## config.mk

```make
export PLATFORM = sky130hd
export DESIGN_NAME = sc_status_reg
export DESIGN_NICKNAME = d
export VERILOG_FILES = /design/src/rtl/sc_status_pkg.sv /design/src/rtl/sc_arm_latch.sv /design/src/rtl/sc_tend_timer.sv /design/src/rtl/sc_rx_flags.sv /design/src/rtl/sc_status_reg.sv
export SDC_FILE = /design/constraint.sdc
export NUM_CORES = 1
export LEC_CHECK = 0
export BUFFER_PORTS_ARGS = -buffer_cell sky130_fd_sc_hd__buf_2
export CAP_MARGIN = 20
export CELL_PAD_IN_SITES_DETAIL_PLACEMENT = 1
export CELL_PAD_IN_SITES_GLOBAL_PLACEMENT = 2
export CORE_UTILIZATION = 31
export CTS_BUF_LIST = sky130_fd_sc_hd__clkbuf_2 sky130_fd_sc_hd__clkbuf_4 sky130_fd_sc_hd__clkbuf_8
export DETAILED_ROUTE_END_ITERATION = 10
export PLACE_DENSITY = 0.77
export SYNTH_ARGS = -nofsm -noshare
export SYNTH_HDL_FRONTEND = slang
export SYNTH_SLANG_ARGS = --single-unit
export TNS_END_PERCENT = 5
```

## constraint.sdc

```tcl
create_clock -name clk -period 2 [get_ports clk]
set_input_delay 0.2 -clock clk [delete_from_list [all_inputs] [get_ports clk]]
set_output_delay 0.2 -clock clk [all_outputs]
set_load 0.05 [all_outputs]
```

## src/rtl/sc_status_pkg.sv

```systemverilog
package sc_status_pkg;
   // Bit positions of the status byte (software decodes these).
   localparam int BIT_TX_EMPTY = 7;
   localparam int BIT_RX_FULL  = 6;
   localparam int BIT_OVERRUN  = 5;
   localparam int BIT_ERR_SIG  = 4;
   localparam int BIT_PAR_ERR  = 3;
   localparam int BIT_TX_END   = 2;
   localparam int BIT_MP_RX    = 1;
   localparam int BIT_MP_TX    = 0;
   // Flags that need the read-then-write-0 clear sequence occupy bits 7..3.
   localparam int CLR_LO   = 3;
   localparam int CLR_NUM  = 5;
   localparam int STAT_W   = 8;
   localparam logic [STAT_W-1:0] STAT_RESET = 8'h84;
endpackage

```

## src/rtl/sc_arm_latch.sv

```systemverilog
module sc_arm_latch (
   input  logic clk,
   input  logic rst_n,
   input  logic cpu_rd,
   input  logic cpu_wr,
   input  logic wr_bit,
   input  logic flag_q,
   output logic clr_req
);
   logic arm_q;

   // A clear is allowed only once the flag has been observed as 1.
   assign clr_req = cpu_wr & arm_q & ~wr_bit;

   always_ff @(posedge clk or negedge rst_n) begin
      if (!rst_n)       arm_q <= 1'b0;
      else if (clr_req) arm_q <= 1'b0;
      else              arm_q <= (arm_q | cpu_rd) & flag_q;
   end

   assert_arm_drop_R2: assert property (@(posedge clk) disable iff (!rst_n)
      !flag_q |=> !arm_q);
endmodule

```

## src/rtl/sc_tend_timer.sv

```systemverilog
module sc_tend_timer #(
   parameter int ETU_W       = 16,
   parameter int HALF_G0_B0  = 5,
   parameter int HALF_G0_B1  = 3,
   parameter int HALF_G1     = 2
) (
   input  logic             clk,
   input  logic             rst_n,
   input  logic             start,
   input  logic             cancel,
   input  logic             guard_mode,
   input  logic             block_mode,
   input  logic [ETU_W-1:0] etu_cycles,
   output logic             expire
);
   localparam int HMAX_A = (HALF_G0_B0 > HALF_G0_B1) ? HALF_G0_B0 : HALF_G0_B1;
   localparam int HMAX   = (HMAX_A > HALF_G1) ? HMAX_A : HALF_G1;
   localparam int HW     = $clog2(HMAX + 1);

   if (ETU_W < 2) begin : g_bad_etu_w
      $error("sc_tend_timer: ETU_W must be at least 2");
   end
   if (HALF_G0_B0 < 1 || HALF_G0_B1 < 1 || HALF_G1 < 1) begin : g_bad_half
      $error("sc_tend_timer: every delay needs at least one half-etu");
   end

   logic [ETU_W-1:0] half_len;
   logic [ETU_W-1:0] cyc_q;
   logic [HW-1:0]    halves_q;
   logic [HW-1:0]    target_q;
   logic [HW-1:0]    target_sel;
   logic             busy_q;
   logic             tick;

   assign half_len   = etu_cycles >> 1;
   assign target_sel = guard_mode ? HW'(HALF_G1)
                     : (block_mode ? HW'(HALF_G0_B1) : HW'(HALF_G0_B0));
   assign tick       = busy_q && (cyc_q == half_len - ETU_W'(1));
   assign expire     = tick && (halves_q == target_q - HW'(1)) && !cancel;

   always_ff @(posedge clk or negedge rst_n) begin
      if (!rst_n) begin
         busy_q   <= 1'b0;
         cyc_q    <= '0;
         halves_q <= '0;
         target_q <= '0;
      end else if (cancel) begin
         busy_q   <= 1'b0;
      end else if (start) begin
         busy_q   <= 1'b1;
         cyc_q    <= '0;
         halves_q <= '0;
         target_q <= target_sel;
      end else if (busy_q) begin
         if (tick) begin
            cyc_q <= '0;
            if (expire) busy_q   <= 1'b0;
            else        halves_q <= halves_q + HW'(1);
         end else begin
            cyc_q <= cyc_q + ETU_W'(1);
         end
      end
   end

   assert_etu_len_R4: assert property (@(posedge clk) disable iff (!rst_n)
      busy_q |-> (etu_cycles >= ETU_W'(2)));
   assert_cyc_bound_R4: assert property (@(posedge clk) disable iff (!rst_n)
      busy_q |-> (cyc_q < half_len));
endmodule

```

## src/rtl/sc_rx_flags.sv

```systemverilog
module sc_rx_flags (
   input  logic clk,
   input  logic rst_n,
   input  logic rx_en,
   input  logic rx_done,
   input  logic rx_par_ok,
   input  logic rx_mpb,
   input  logic dma_rdr_rd,
   input  logic clr_rdrf,
   input  logic clr_orer,
   input  logic clr_per,
   output logic rdrf_q,
   output logic orer_q,
   output logic per_q,
   output logic mpb_q,
   output logic rx_store,
   output logic rx_blocked
);
   logic rx_take;
   logic rx_ovr;
   logic rx_good;
   logic rx_bad;

   assign rx_blocked = per_q | orer_q;
   assign rx_take    = rx_en & rx_done & ~rx_blocked;
   assign rx_ovr     = rx_take & rdrf_q;
   assign rx_store   = rx_take & ~rdrf_q;
   assign rx_good    = rx_store & rx_par_ok;
   assign rx_bad     = rx_store & ~rx_par_ok;

   always_ff @(posedge clk or negedge rst_n) begin
      if (!rst_n) begin
         rdrf_q <= 1'b0;
         orer_q <= 1'b0;
         per_q  <= 1'b0;
         mpb_q  <= 1'b0;
      end else begin
         if (rx_good)                     rdrf_q <= 1'b1;
         else if (clr_rdrf || dma_rdr_rd) rdrf_q <= 1'b0;
         if (rx_ovr)        orer_q <= 1'b1;
         else if (clr_orer) orer_q <= 1'b0;
         if (rx_bad)        per_q  <= 1'b1;
         else if (clr_per)  per_q  <= 1'b0;
         if (rx_store)      mpb_q  <= rx_mpb;
      end
   end

   assert_ovr_set_R9: assert property (@(posedge clk) disable iff (!rst_n)
      (rx_en && rx_done && !rx_blocked && rdrf_q) |=> orer_q);
   assert_per_no_full_R8: assert property (@(posedge clk) disable iff (!rst_n)
      (rx_en && rx_done && !rx_blocked && !rdrf_q && !rx_par_ok) |=> (per_q && !rdrf_q));
   assert_blocked_mpb_R8: assert property (@(posedge clk) disable iff (!rst_n)
      rx_blocked |=> $stable(mpb_q));
   assert_rx_off_mpb_R12: assert property (@(posedge clk) disable iff (!rst_n)
      !rx_en |=> $stable(mpb_q));
   assert_rx_off_full_R11: assert property (@(posedge clk) disable iff (!rst_n)
      (!rx_en && !rdrf_q) |=> !rdrf_q);
endmodule

```

## src/rtl/sc_status_reg.sv

```systemverilog
module sc_status_reg
   import sc_status_pkg::*;
#(
   parameter int ETU_W      = 16,
   parameter int HALF_G0_B0 = 5,
   parameter int HALF_G0_B1 = 3,
   parameter int HALF_G1    = 2
) (
   input  logic              clk,
   input  logic              rst_n,
   input  logic              tx_en,
   input  logic              rx_en,
   input  logic              guard_mode,
   input  logic              block_mode,
   input  logic [ETU_W-1:0]  etu_cycles,
   input  logic              cpu_rd,
   input  logic              cpu_wr,
   input  logic [STAT_W-1:0] cpu_wdata,
   output logic [STAT_W-1:0] cpu_rdata,
   input  logic              tx_load,
   input  logic              tx_char_done,
   input  logic              cpu_tdr_wr,
   input  logic              dma_tdr_wr,
   input  logic              rx_done,
   input  logic              rx_par_ok,
   input  logic              rx_mpb,
   input  logic              dma_rdr_rd,
   input  logic              err_sig_low,
   output logic              rx_store,
   output logic              rx_blocked
);
   localparam int CI_TDRE = BIT_TX_EMPTY - CLR_LO;
   localparam int CI_RDRF = BIT_RX_FULL  - CLR_LO;
   localparam int CI_ORER = BIT_OVERRUN  - CLR_LO;
   localparam int CI_ERS  = BIT_ERR_SIG  - CLR_LO;
   localparam int CI_PER  = BIT_PAR_ERR  - CLR_LO;

   logic [STAT_W-1:0]  stat;
   logic [CLR_NUM-1:0] clr;
   logic tdre_q, ers_q, tend_q, mpbt_q;
   logic rdrf_q, orer_q, per_q, mpb_q;
   logic tdre_clr, tend_set, t_expire, t_cancel;
   logic unused_wbits;

   assign unused_wbits = ^cpu_wdata[BIT_TX_END:BIT_MP_RX];

   assign stat[BIT_TX_EMPTY] = tdre_q;
   assign stat[BIT_RX_FULL]  = rdrf_q;
   assign stat[BIT_OVERRUN]  = orer_q;
   assign stat[BIT_ERR_SIG]  = ers_q;
   assign stat[BIT_PAR_ERR]  = per_q;
   assign stat[BIT_TX_END]   = tend_q;
   assign stat[BIT_MP_RX]    = mpb_q;
   assign stat[BIT_MP_TX]    = mpbt_q;
   assign cpu_rdata          = stat;

   for (genvar g = 0; g < CLR_NUM; g++) begin : g_arm
      sc_arm_latch i_arm (
         .clk     (clk),
         .rst_n   (rst_n),
         .cpu_rd  (cpu_rd),
         .cpu_wr  (cpu_wr),
         .wr_bit  (cpu_wdata[CLR_LO+g]),
         .flag_q  (stat[CLR_LO+g]),
         .clr_req (clr[g])
      );
   end

   assign t_cancel = cpu_tdr_wr | dma_tdr_wr | ~tx_en;

   sc_tend_timer #(
      .ETU_W      (ETU_W),
      .HALF_G0_B0 (HALF_G0_B0),
      .HALF_G0_B1 (HALF_G0_B1),
      .HALF_G1    (HALF_G1)
   ) i_timer (
      .clk        (clk),
      .rst_n      (rst_n),
      .start      (tx_char_done),
      .cancel     (t_cancel),
      .guard_mode (guard_mode),
      .block_mode (block_mode),
      .etu_cycles (etu_cycles),
      .expire     (t_expire)
   );

   sc_rx_flags i_rx (
      .clk        (clk),
      .rst_n      (rst_n),
      .rx_en      (rx_en),
      .rx_done    (rx_done),
      .rx_par_ok  (rx_par_ok),
      .rx_mpb     (rx_mpb),
      .dma_rdr_rd (dma_rdr_rd),
      .clr_rdrf   (clr[CI_RDRF]),
      .clr_orer   (clr[CI_ORER]),
      .clr_per    (clr[CI_PER]),
      .rdrf_q     (rdrf_q),
      .orer_q     (orer_q),
      .per_q      (per_q),
      .mpb_q      (mpb_q),
      .rx_store   (rx_store),
      .rx_blocked (rx_blocked)
   );

   assign tdre_clr = dma_tdr_wr | clr[CI_TDRE];
   assign tend_set = ~ers_q & (~tx_en | (t_expire & tdre_q));

   always_ff @(posedge clk or negedge rst_n) begin
      if (!rst_n) begin
         tdre_q <= STAT_RESET[BIT_TX_EMPTY];
         tend_q <= STAT_RESET[BIT_TX_END];
         ers_q  <= STAT_RESET[BIT_ERR_SIG];
         mpbt_q <= STAT_RESET[BIT_MP_TX];
      end else begin
         if (!tx_en || tx_load) tdre_q <= 1'b1;
         else if (tdre_clr)     tdre_q <= 1'b0;
         if (tend_set)          tend_q <= 1'b1;
         else if (tdre_clr)     tend_q <= 1'b0;
         if (err_sig_low)       ers_q  <= 1'b1;
         else if (clr[CI_ERS])  ers_q  <= 1'b0;
         if (cpu_wr)            mpbt_q <= cpu_wdata[BIT_MP_TX];
      end
   end

   assert_tdre_idle_R3: assert property (@(posedge clk) disable iff (!rst_n)
      !tx_en |=> tdre_q);
   assert_tend_ers_R7: assert property (@(posedge clk) disable iff (!rst_n)
      (ers_q && !tend_q) |=> !tend_q);
   assert_ers_sticky_R11: assert property (@(posedge clk) disable iff (!rst_n)
      (ers_q && !cpu_wr) |=> ers_q);
endmodule

```

; Yosys cells after proc, flatten, opt, wreduce, memory -nomap -nowiden
; Cells that the tools add are included.
[word_totals]
inputBits = 41
output_inout_bits = 10
reg_bits = 36
[classes]
add_sub_neg = 4
mux = 30
eq_ne = 3
bitwise = 44
reduce_logical = 18
[op_table]
columns = cell, n
row1 = 16-bit 2-to-1 mux, 3
row2 = 1-bit AND, 23
row3 = 1-bit 2-to-1 mux, 21
row4 = 3-bit 2-to-1 mux, 6
row5 = "16-bit by 1-bit adder with 16-bit output, second input constant", 1
row6 = 16-bit equality test, 1
row7 = 2-bit nonzero test, 8
row8 = "15-bit by 1-bit subtractor with 16-bit output, second input constant", 1
row9 = 1-bit inverter, 11
row10 = 1-bit bitwise OR, 10
row11 = 2-bit AND reduction, 2
row12 = 4-bit AND reduction, 1
row13 = "3-bit by 1-bit adder with 3-bit output, second input constant", 1
row14 = 3-bit equality test, 1
row15 = 1-bit logical AND, 3
row16 = "3-bit by 1-bit subtractor with 3-bit output, second input constant", 1
row17 = 1-bit logical NOT, 2
row18 = 1-bit logical OR, 2
row19 = "2-bit != test, second input constant", 1

; Longest topological paths before layout
; Gate-level depths: netlist of run 1.
[logic_depth]
ltp_word = 10
mapped_depth = 12
ltp_nobuf = 9

; By module
; A second synthesis of run 1 with hierarchy kept.
[hier_totals]
cells_unflattened = 256
hier_area_um2 = 2369.8
[by_module_without_submodules]
columns = module, cells_per_inst, instances, area_each_um2
row1 = sc_tend_timer, 200, 1, 1740.4
row2 = sc_status_reg, 21, 1, 225.2
row3 = sc_arm_latch, 4, 5, 42.5
row4 = sc_rx_flags, 15, 1, 191.4

; Least setup slack after synthesis of run 1
; Ideal clock, no wire load.
[synth_timing]
path_type = reg-to-reg
startpoint = register i_rx.orer_q
endpoint = register i_rx.mpb_q
n_path_buf = 0
stages_incl_launch_ff = 3
slack_ps = -762
required_ps = 1875
t_arrival_ps = 2637
cell_sequence = dfrtp_1 > nor4_1 > mux2_2
[synth_between]
elab_chain_cells = 4
[synth_lines]
columns = element, line
row1 = start: declaration, sc_rx_flags.sv:13  ; output logic orer_q,
row2 = start signal: assignment, sc_rx_flags.sv:34  ; orer_q <= 1'b0;
row3 = start signal: assignment, sc_rx_flags.sv:40  ; if (rx_ovr) orer_q <= 1'b1;
row4 = start signal: assignment, sc_rx_flags.sv:41  ; else if (clr_orer) orer_q <= 1'b0;
row5 = 1-bit bitwise OR, sc_rx_flags.sv:24  ; assign rx_blocked = per_q | orer_q;
row6 = 1-bit inverter, sc_rx_flags.sv:25  ; assign rx_take = rx_en & rx_done & ~rx_blocked;
row7 = 1-bit AND, sc_rx_flags.sv:25
row8 = 1-bit AND, sc_rx_flags.sv:27  ; assign rx_store = rx_take & ~rdrf_q;
row9 = via rx_store, sc_status_reg.sv:29  ; output logic rx_store,
row10 = end signal: assignment, sc_rx_flags.sv:44  ; if (rx_store) mpb_q <= rx_mpb;
row11 = end: declaration, sc_rx_flags.sv:15  ; output logic mpb_q,
; The timed path passes the listed nets, and every way through them passes these cells.
; A chain may end at the register's enable or synchronous reset.

; Final worst setup path of run 1
[layout_timing]
startpoint = input port etu_cycles[2]
endpoint = register i_timer.halves_q[2]
[layout_between]
elab_chain_cells = 7
word_cells_on_any_way = 8
cone_classes = 1 x add/sub / 2 x eq/ne / 5 x reduce/logical
[layout_lines]
columns = element, line
row1 = start: declaration, sc_status_reg.sv:15  ; input logic [ETU_W-1:0] etu_cycles,
row2 = 15-bit by 1-bit subtractor with 16-bit output *, sc_tend_timer.sv:38  ; assign tick = busy_q && (cyc_q == half_len - ETU_W'(1));
row3 = 16-bit equality test *, sc_tend_timer.sv:38
row4 = 1-bit logical AND *, sc_tend_timer.sv:38
row5 = 1-bit logical AND (2 in series), sc_tend_timer.sv:39  ; assign expire = tick && (halves_q == target_q - HW'(1)) && !cancel;
row6 = 2-bit != test (no line), n/a
row7 = 4-bit AND reduction (no line) *, n/a
row8 = end signal: assignment, sc_tend_timer.sv:58  ; else halves_q <= halves_q + HW'(1);
row9 = end: declaration, sc_tend_timer.sv:29  ; logic [HW-1:0] halves_q;
; Every way passes the cells marked *; elsewhere a longest branch is shown, timed or not.

==> impl_metrics.yaml, run 1 <==
route:
  postRouteAntennaNets: 0
  num_vias: 2332
  drt_wl_total_mm: 6.805
  drt_iter0_markers: 49
  drtPass1Iterations: 4
  drc: 0
  wire_per_inst_um: 14.73
  via_per_inst: 5.048
yosys:
  synth-warning-count: 0
  synth.most_common_cell: "dfrtp_1"
  ys_top_cells_by_area: "dfrtp_1 35%, xnor2_1 5.8%, xor2_1 5.8%"
  synth_area_leader_cell: "dfrtp_1"
  synth.top_cell.area_share_pct: 35.00
  synth_edf_count: 0
  synth.avg_cell_area_um2: 8.905
  syn_nets: 318
  async_flop_share_pct: 100.0
  synth_commonest_cells: "34 x dfrtp_1, 27 x nor2_1, 25 x nand2_1"
  synth.distinct_cells: 62
  syn_inst: 273
  synth_seq_cells: 36
  seq_area_frac_synth_pct: 37.16
  syn_area_um2: 2431
  synth_ff_type: "dfrtp_1"
finish:
  seq_area_um2: 903.4
  nets: 407
  n_antenna_cell: 0
  multi_input_area_um2: 1480
  finalNonFillerCells: 462
  drive_gt1_share_pct: 38.02
  syn_to_final_growth_pct: 35.00
  n_fill_cell: 874
sta:
  fin_ws_ps: -313.0
  report.final.slew_viol_count: 0
  post-route-period-util_pct: 115.6
  fin_crit_ps: 2313
  hold_viol: 0
  relSlewSlack_pct: 44.94
  setup_tns_ps: -4840
  skew_ps: 7.456
  fin_hold_ws_ps: 1.937
  max_freq_mhz: 432.3
  worst_pin_slew_ps: 825.9
  setup_viol: 21
  rsz0062_at_grt: "true"
hold_path:
  worstHoldPathType: "in -> async"
cts:
  clk_pin_slew_ps: 80
  cts_buffers: 5
  root_buffer: "clkbuf_8"
  clock_path_buffers: 2
  cts_sinks: 36
  cts_max_level: 2
  cts_tree: "built"
  postCtsHoldBufs: 0
  clock_latency_ps: 290
critical_path:
  cp_max_fo: 8
  regToRegStartpoint: "i_timer.cyc_q[8]"
  rrSetupSlack_ps: -300
  arrival_ps: 2550
  r2r-end: "i_timer.halves_q[2]"
  endpoint_kind: "register"
  start_kind: "primary input"
  worstSetupPathType: "in -> reg"
  crit_required_ps: 2240
  rr_worst_depth: 7
  critPathLaunch: "etu_cycles[2]"
  crit_end: "i_timer.halves_q[2]"
global_route:
  antenna_found_initial: 0
  grt_max_degree: 37
  grt_use_total_pct: 16.88
  grt_pass1_wl_mm: 11.29
  globalRoute.totalOverflow: 0
  grt_pass1_vias: 2444
power_and_ir_drop:
  peakVddDrop_uv: 558.9
  powerDensity_nw_per_um2: 672.6
  power_mw: 2.207
  power_leakage_nw: 1.422
placement:
  gp_congestion: 0.8993
  place_hpwl_mm: 5.170
  place_inst: 452
  port_buffers: 47
floorplanning:
  row_count: 31
  io-pin-count: 51
  initial_core_util_pct: 32.82
  die-area_um2: 8200
  die_width_um: 90.56
  fp.dieH_um: 90.56
  core_area_um2: 7408
flow_run:
  cap_viol_max_count: 0
status:
  violations: "negative setup slack"
  outcome: "complete, but fails checks"
sequential cells by signal, summed over array words and instances (netlist names), 3 cells and up:
register,flops
i_timer.cyc_q,16
i_timer.halves_q,3
g_arm.i_arm.arm_q,5
i_timer.target_q,3
worst max-delay path, stage by stage:
cell	delay (ps)
buf_6	100
inv_4	40
ha_4	120
or4b_4	490
o41ai_2	250
o221ai_2	170
nor4_4	320
o2111ai_4	240
or4b_1	540
nand2_1	70
cells in the final DEF, fill, tap and decap left out, types with 2 or more instances in the layout:
cell,n
a31oi_1,2
nand4_1,8
or3_1,7
inv_1,7
or4_4,2
buf_2,45
buf_6,4
dfrtp_1,34
nand2_1,25
nand2b_1,2
o211ai_1,2
nor2_1,27
dfstp_2,2
xnor2_2,2
buf_4,48
and2_1,3
a211oi_2,2
xnor2_1,14
nand3_1,12
and3_1,3
nor3_1,7
inv_4,2
o31ai_1,2
o221a_2,2
o21ai_0,12
nor2b_1,2
ha_1,3
o211a_1,2
clkbuf_8,6
nor3b_1,2
a311o_1,2
o21ai_1,3
mux2_2,2
a21boi_0,3
xor2_1,16
nor4_2,3
a21oi_1,6
or2_2,4
nand3b_1,2
metal layers:
layer / part of all wire (%) / GRT usage, % / wire length (µm)
met3: 3.5 / 2.946 / 240
met5: 0 / 0 / 0
met4: 1.4 / 4.973 / 96
met2: 49 / 29.67 / 3347
met1: 46 / 20.96 / 3121
report_power, final:
part	switching, mW	total [mW]	internal [mW]
logic	0.452	0.727	0.275
clock network	0.283	0.577	0.294
registers	0.0818	0.903	0.822
final cells by class:
type,instances,share of cell area [%]
Inverter,11,1.411
Multi-Input combinational cell,211,45.10
Clock buffer,7,2.745
Timing Repair Buffer,97,19.21
Clock inverter,1,0.2287
Sequential cell,36,27.53
Tap cell,99,3.774
logic make-up (layout without fill, tap and decap cells):
family / count (synthesis) / after routing / synth area share [%]
compound gates: 55 / 55 / 16.78
mux: 2 / 2 / 0.9263
flops: 36 / 36 / 37.16
fa+ha+maj: 4 / 4 / 2.059
xor+xnor: 32 / 32 / 11.53
simple gates: 118 / 118 / 26.14
buf+inv: 26 / 116 / 5.403
per-stage QoR:
step           setup WS, ps  cell area, µm²  util, %
4_1_cts              -372.4            3213    43.37
5_1_grt              -464.9            3282    44.30
6_report             -313.0            3282    44.30
3_3_place_gp         -682.3            3082    41.60
2_1_floorplan        -558.9            2477        -
3_5_place_dp         -768.1            3082    41.60
how the worst min path moves through the flow:
stage               startpoint             endpoint  slack, ps  cells after the start
CTS                      rst_n     i_timer.cyc_q[1]         40                      1
global route             rst_n     i_timer.cyc_q[1]         60                      1
detailed placement       rst_n  i_timer.target_q[1]        360                      1
floorplan                rst_n                ers_q       -100                      0
finish                   rst_n     i_timer.cyc_q[1]          2                      1
global placement         rst_n  i_timer.target_q[2]        350                      1
what timing repair did:
action / 4_1_cts / 5_1_grt
setup endpoints to repair: 21 / 21
buffers inserted: 0 / 2
pin swaps: 11 / 5
gates resized for setup: 8 / 9
Note: power is estimated with default switching activity, not from simulation.
==> inputs of run 2 (changes only) <==
TNS_END_PERCENT = 30   (was 5)
clock period = 1.95 ns   (was 2 ns; I/O delays follow)
==> run 2 against run 1 <==
- the run ends with negative hold slack, negative setup slack left
- sequential share of layout area decreased by 0.84 points
- count of clock-buffer cells in the layout decreased by 2
- worst setup slack got worse by 21 ps
- core utilization increased by 1.4 points
- sequential cell count unchanged
- first-iteration DRC count increased by 8.2%
- sequential power increased by 2.9%
==> impl_metrics.yaml, run 2 (synthesis results as in run 1) <==
floorplanning:
  io-pin-count: 51
  row_count: 31
  die_width_um: 90.56
  fp.dieH_um: 90.56
  initial_core_util_pct: 32.82
  core_area_um2: 7408
  die-area_um2: 8200
placement:
  place_hpwl_mm: 5.194
  pre_cts_slack_ps: -779.9
  place_inst: 452
  placed_area_um2: 3107
  port_buffers: 47
  gp_congestion: 0.9093
critical_path:
  critPathLaunch: "etu_cycles[1]"
  worstSetupPathType: "in -> reg"
  start_kind: "primary input"
  crit_required_ps: 2180
  slowest_delay_ps: 510
  cp_max_fo: 6
  crit_path_top_delay_cell: "or4b_1"
  regToRegStartpoint: "i_timer.cyc_q[5]"
  endpoint_kind: "register"
  arrival_ps: 2510
  path_cells: "buf_8 > inv_4 > ha_4 > or4b_4 > o311a_4 > nor4_4 > o2111ai_4 > or4b_1 > nand2_1"
finish:
  largestRegisters: "i_timer.cyc_q x16, g_arm.i_arm.arm_q x5"
  regMostFlops: "i_timer.cyc_q"
  utilization_pct: 45.70
  final_common_cell: "buf_4"
  n_fill_cell: 891
  finalNonFillerCells: 464
  n_antenna_cell: 0
  syn_to_final_growth_pct: 39.27
  mostFrequentLayoutCells: "51 x buf_4, 45 x buf_2, 34 x dfrtp_1"
  drive_gt1_share_pct: 40.27
  largest_reg_flops: 16
  fin_area_um2: 3386
  nets: 409
hold_path:
  worstHoldPathType: "in -> async"
sta:
  report.final.slew_viol_count: 0
  max_freq_mhz: 437.7
  relSlewSlack_pct: 44.45
  skew_ps: 4.792
  setup_viol: 21
  hold_viol: 4
  fin_crit_ps: 2284
  rsz0062_at_grt: "true"
  worst_pin_slew_ps: 833.2
  post-route-period-util_pct: 117.2
  fin_ws_ps: -334.5
  fin_hold_ws_ps: -5.507
  setup_tns_ps: -4742
route:
  drtPass1Iterations: 4
  via_per_inst: 5.037
  postRouteAntennaNets: 0
  drt_iter0_markers: 53
  num_vias: 2337
  wire_per_inst_um: 14.52
  drt_wl_total_mm: 6.737
  drc: 0
cts:
  cts_sinks: 36
  clock_path_buffers: 2
  cts_max_level: 2
  cts_tree: "built"
  postCtsHoldBufs: 0
  cts_buffers: 5
  clock_latency_ps: 290
  root_buffer: "clkbuf_8"
  clk_pin_slew_ps: 70
flow_run:
  cap_viol_max_count: 0
status:
  violations: "negative hold slack, negative setup slack"
  outcome: "complete, but fails checks"
global_route:
  antenna_found_initial: 0
  globalRoute.totalOverflow: 0
  grt_pass1_wl_mm: 11.14
  grt_pass1_vias: 2374
  grt_max_degree: 37
  grt_use_total_pct: 16.77
power_and_ir_drop:
  peakVddDrop_uv: 594.2
  powerDensity_nw_per_um2: 694.0
  power_leakage_nw: 1.469
  power_mw: 2.350
-- run 2: cell types whose count changed in the layout (fill, tap and decap cells not counted), sizes merged --
cell    before  now
buf         97   99
bufinv       0    1
clkbuf       7    5
clkinv       1    2
-- run 2: worst paths after layout --
| path | slack (ps) | cells after the start | to |
|---|---|---|---|
| max | -330 | 9 | i_timer.halves_q[2] |
| min | -6 | 1 | i_timer.halves_q[1] |
| max reg2reg | -300 | 7 | i_timer.halves_q[2] |
| min reg2reg | 500 | 2 | tend_q |
| max in group asynchronous | 1420 | 1 | i_timer.busy_q |
| min in group clk | 90 | 2 | ers_q |
-- run 2: layout make-up --
class | instances | area, µm² | area share, %
clock buffers | 5 | 68.82 | 2.033
clock inverters | 3 | 42.54 | 1.256
inverters | 11 | 43.79 | 1.293
multi-input cells | 211 | 1549 | 45.75
flip-flops and latches | 36 | 903.4 | 26.68
well taps | 99 | 123.9 | 3.659
repair buffers | 99 | 654.4 | 19.33
-- run 2: power breakdown --
group	switching [mW]	leakage (nW)	internal, mW	total (mW)
Clock	0.285	0.0541	0.378	0.663
Combinational	0.469	0.967	0.289	0.757
Sequential	0.0864	0.448	0.843	0.929
Total	0.840	1.47	1.51	2.35
-- run 2: what timing repair did --
action,CTS,global route
resized for setup,9,13
buffers inserted,0,4
pin swaps,8,5
setup endpoints to repair,21,21
-- run 2: worst max-delay path: cells and delay by family --
kind,cells,cell delay (ps)
adders and majority gates,1,120
buffers and inverters,2,150
AOI/OAI and AO/OA,2,630
and+or+nand+nor,4,1420
-- run 2: metal layers --
layer / up-vias / global-route usage [%] / wire length, µm
li1: 1160 / - / -
met1: 1118 / 20.62 / 3033
met2: 50 / 29.67 / 3371
met3: 9 / 2.609 / 242
met4: 0 / 5.511 / 91
met5: - / 0 / 0
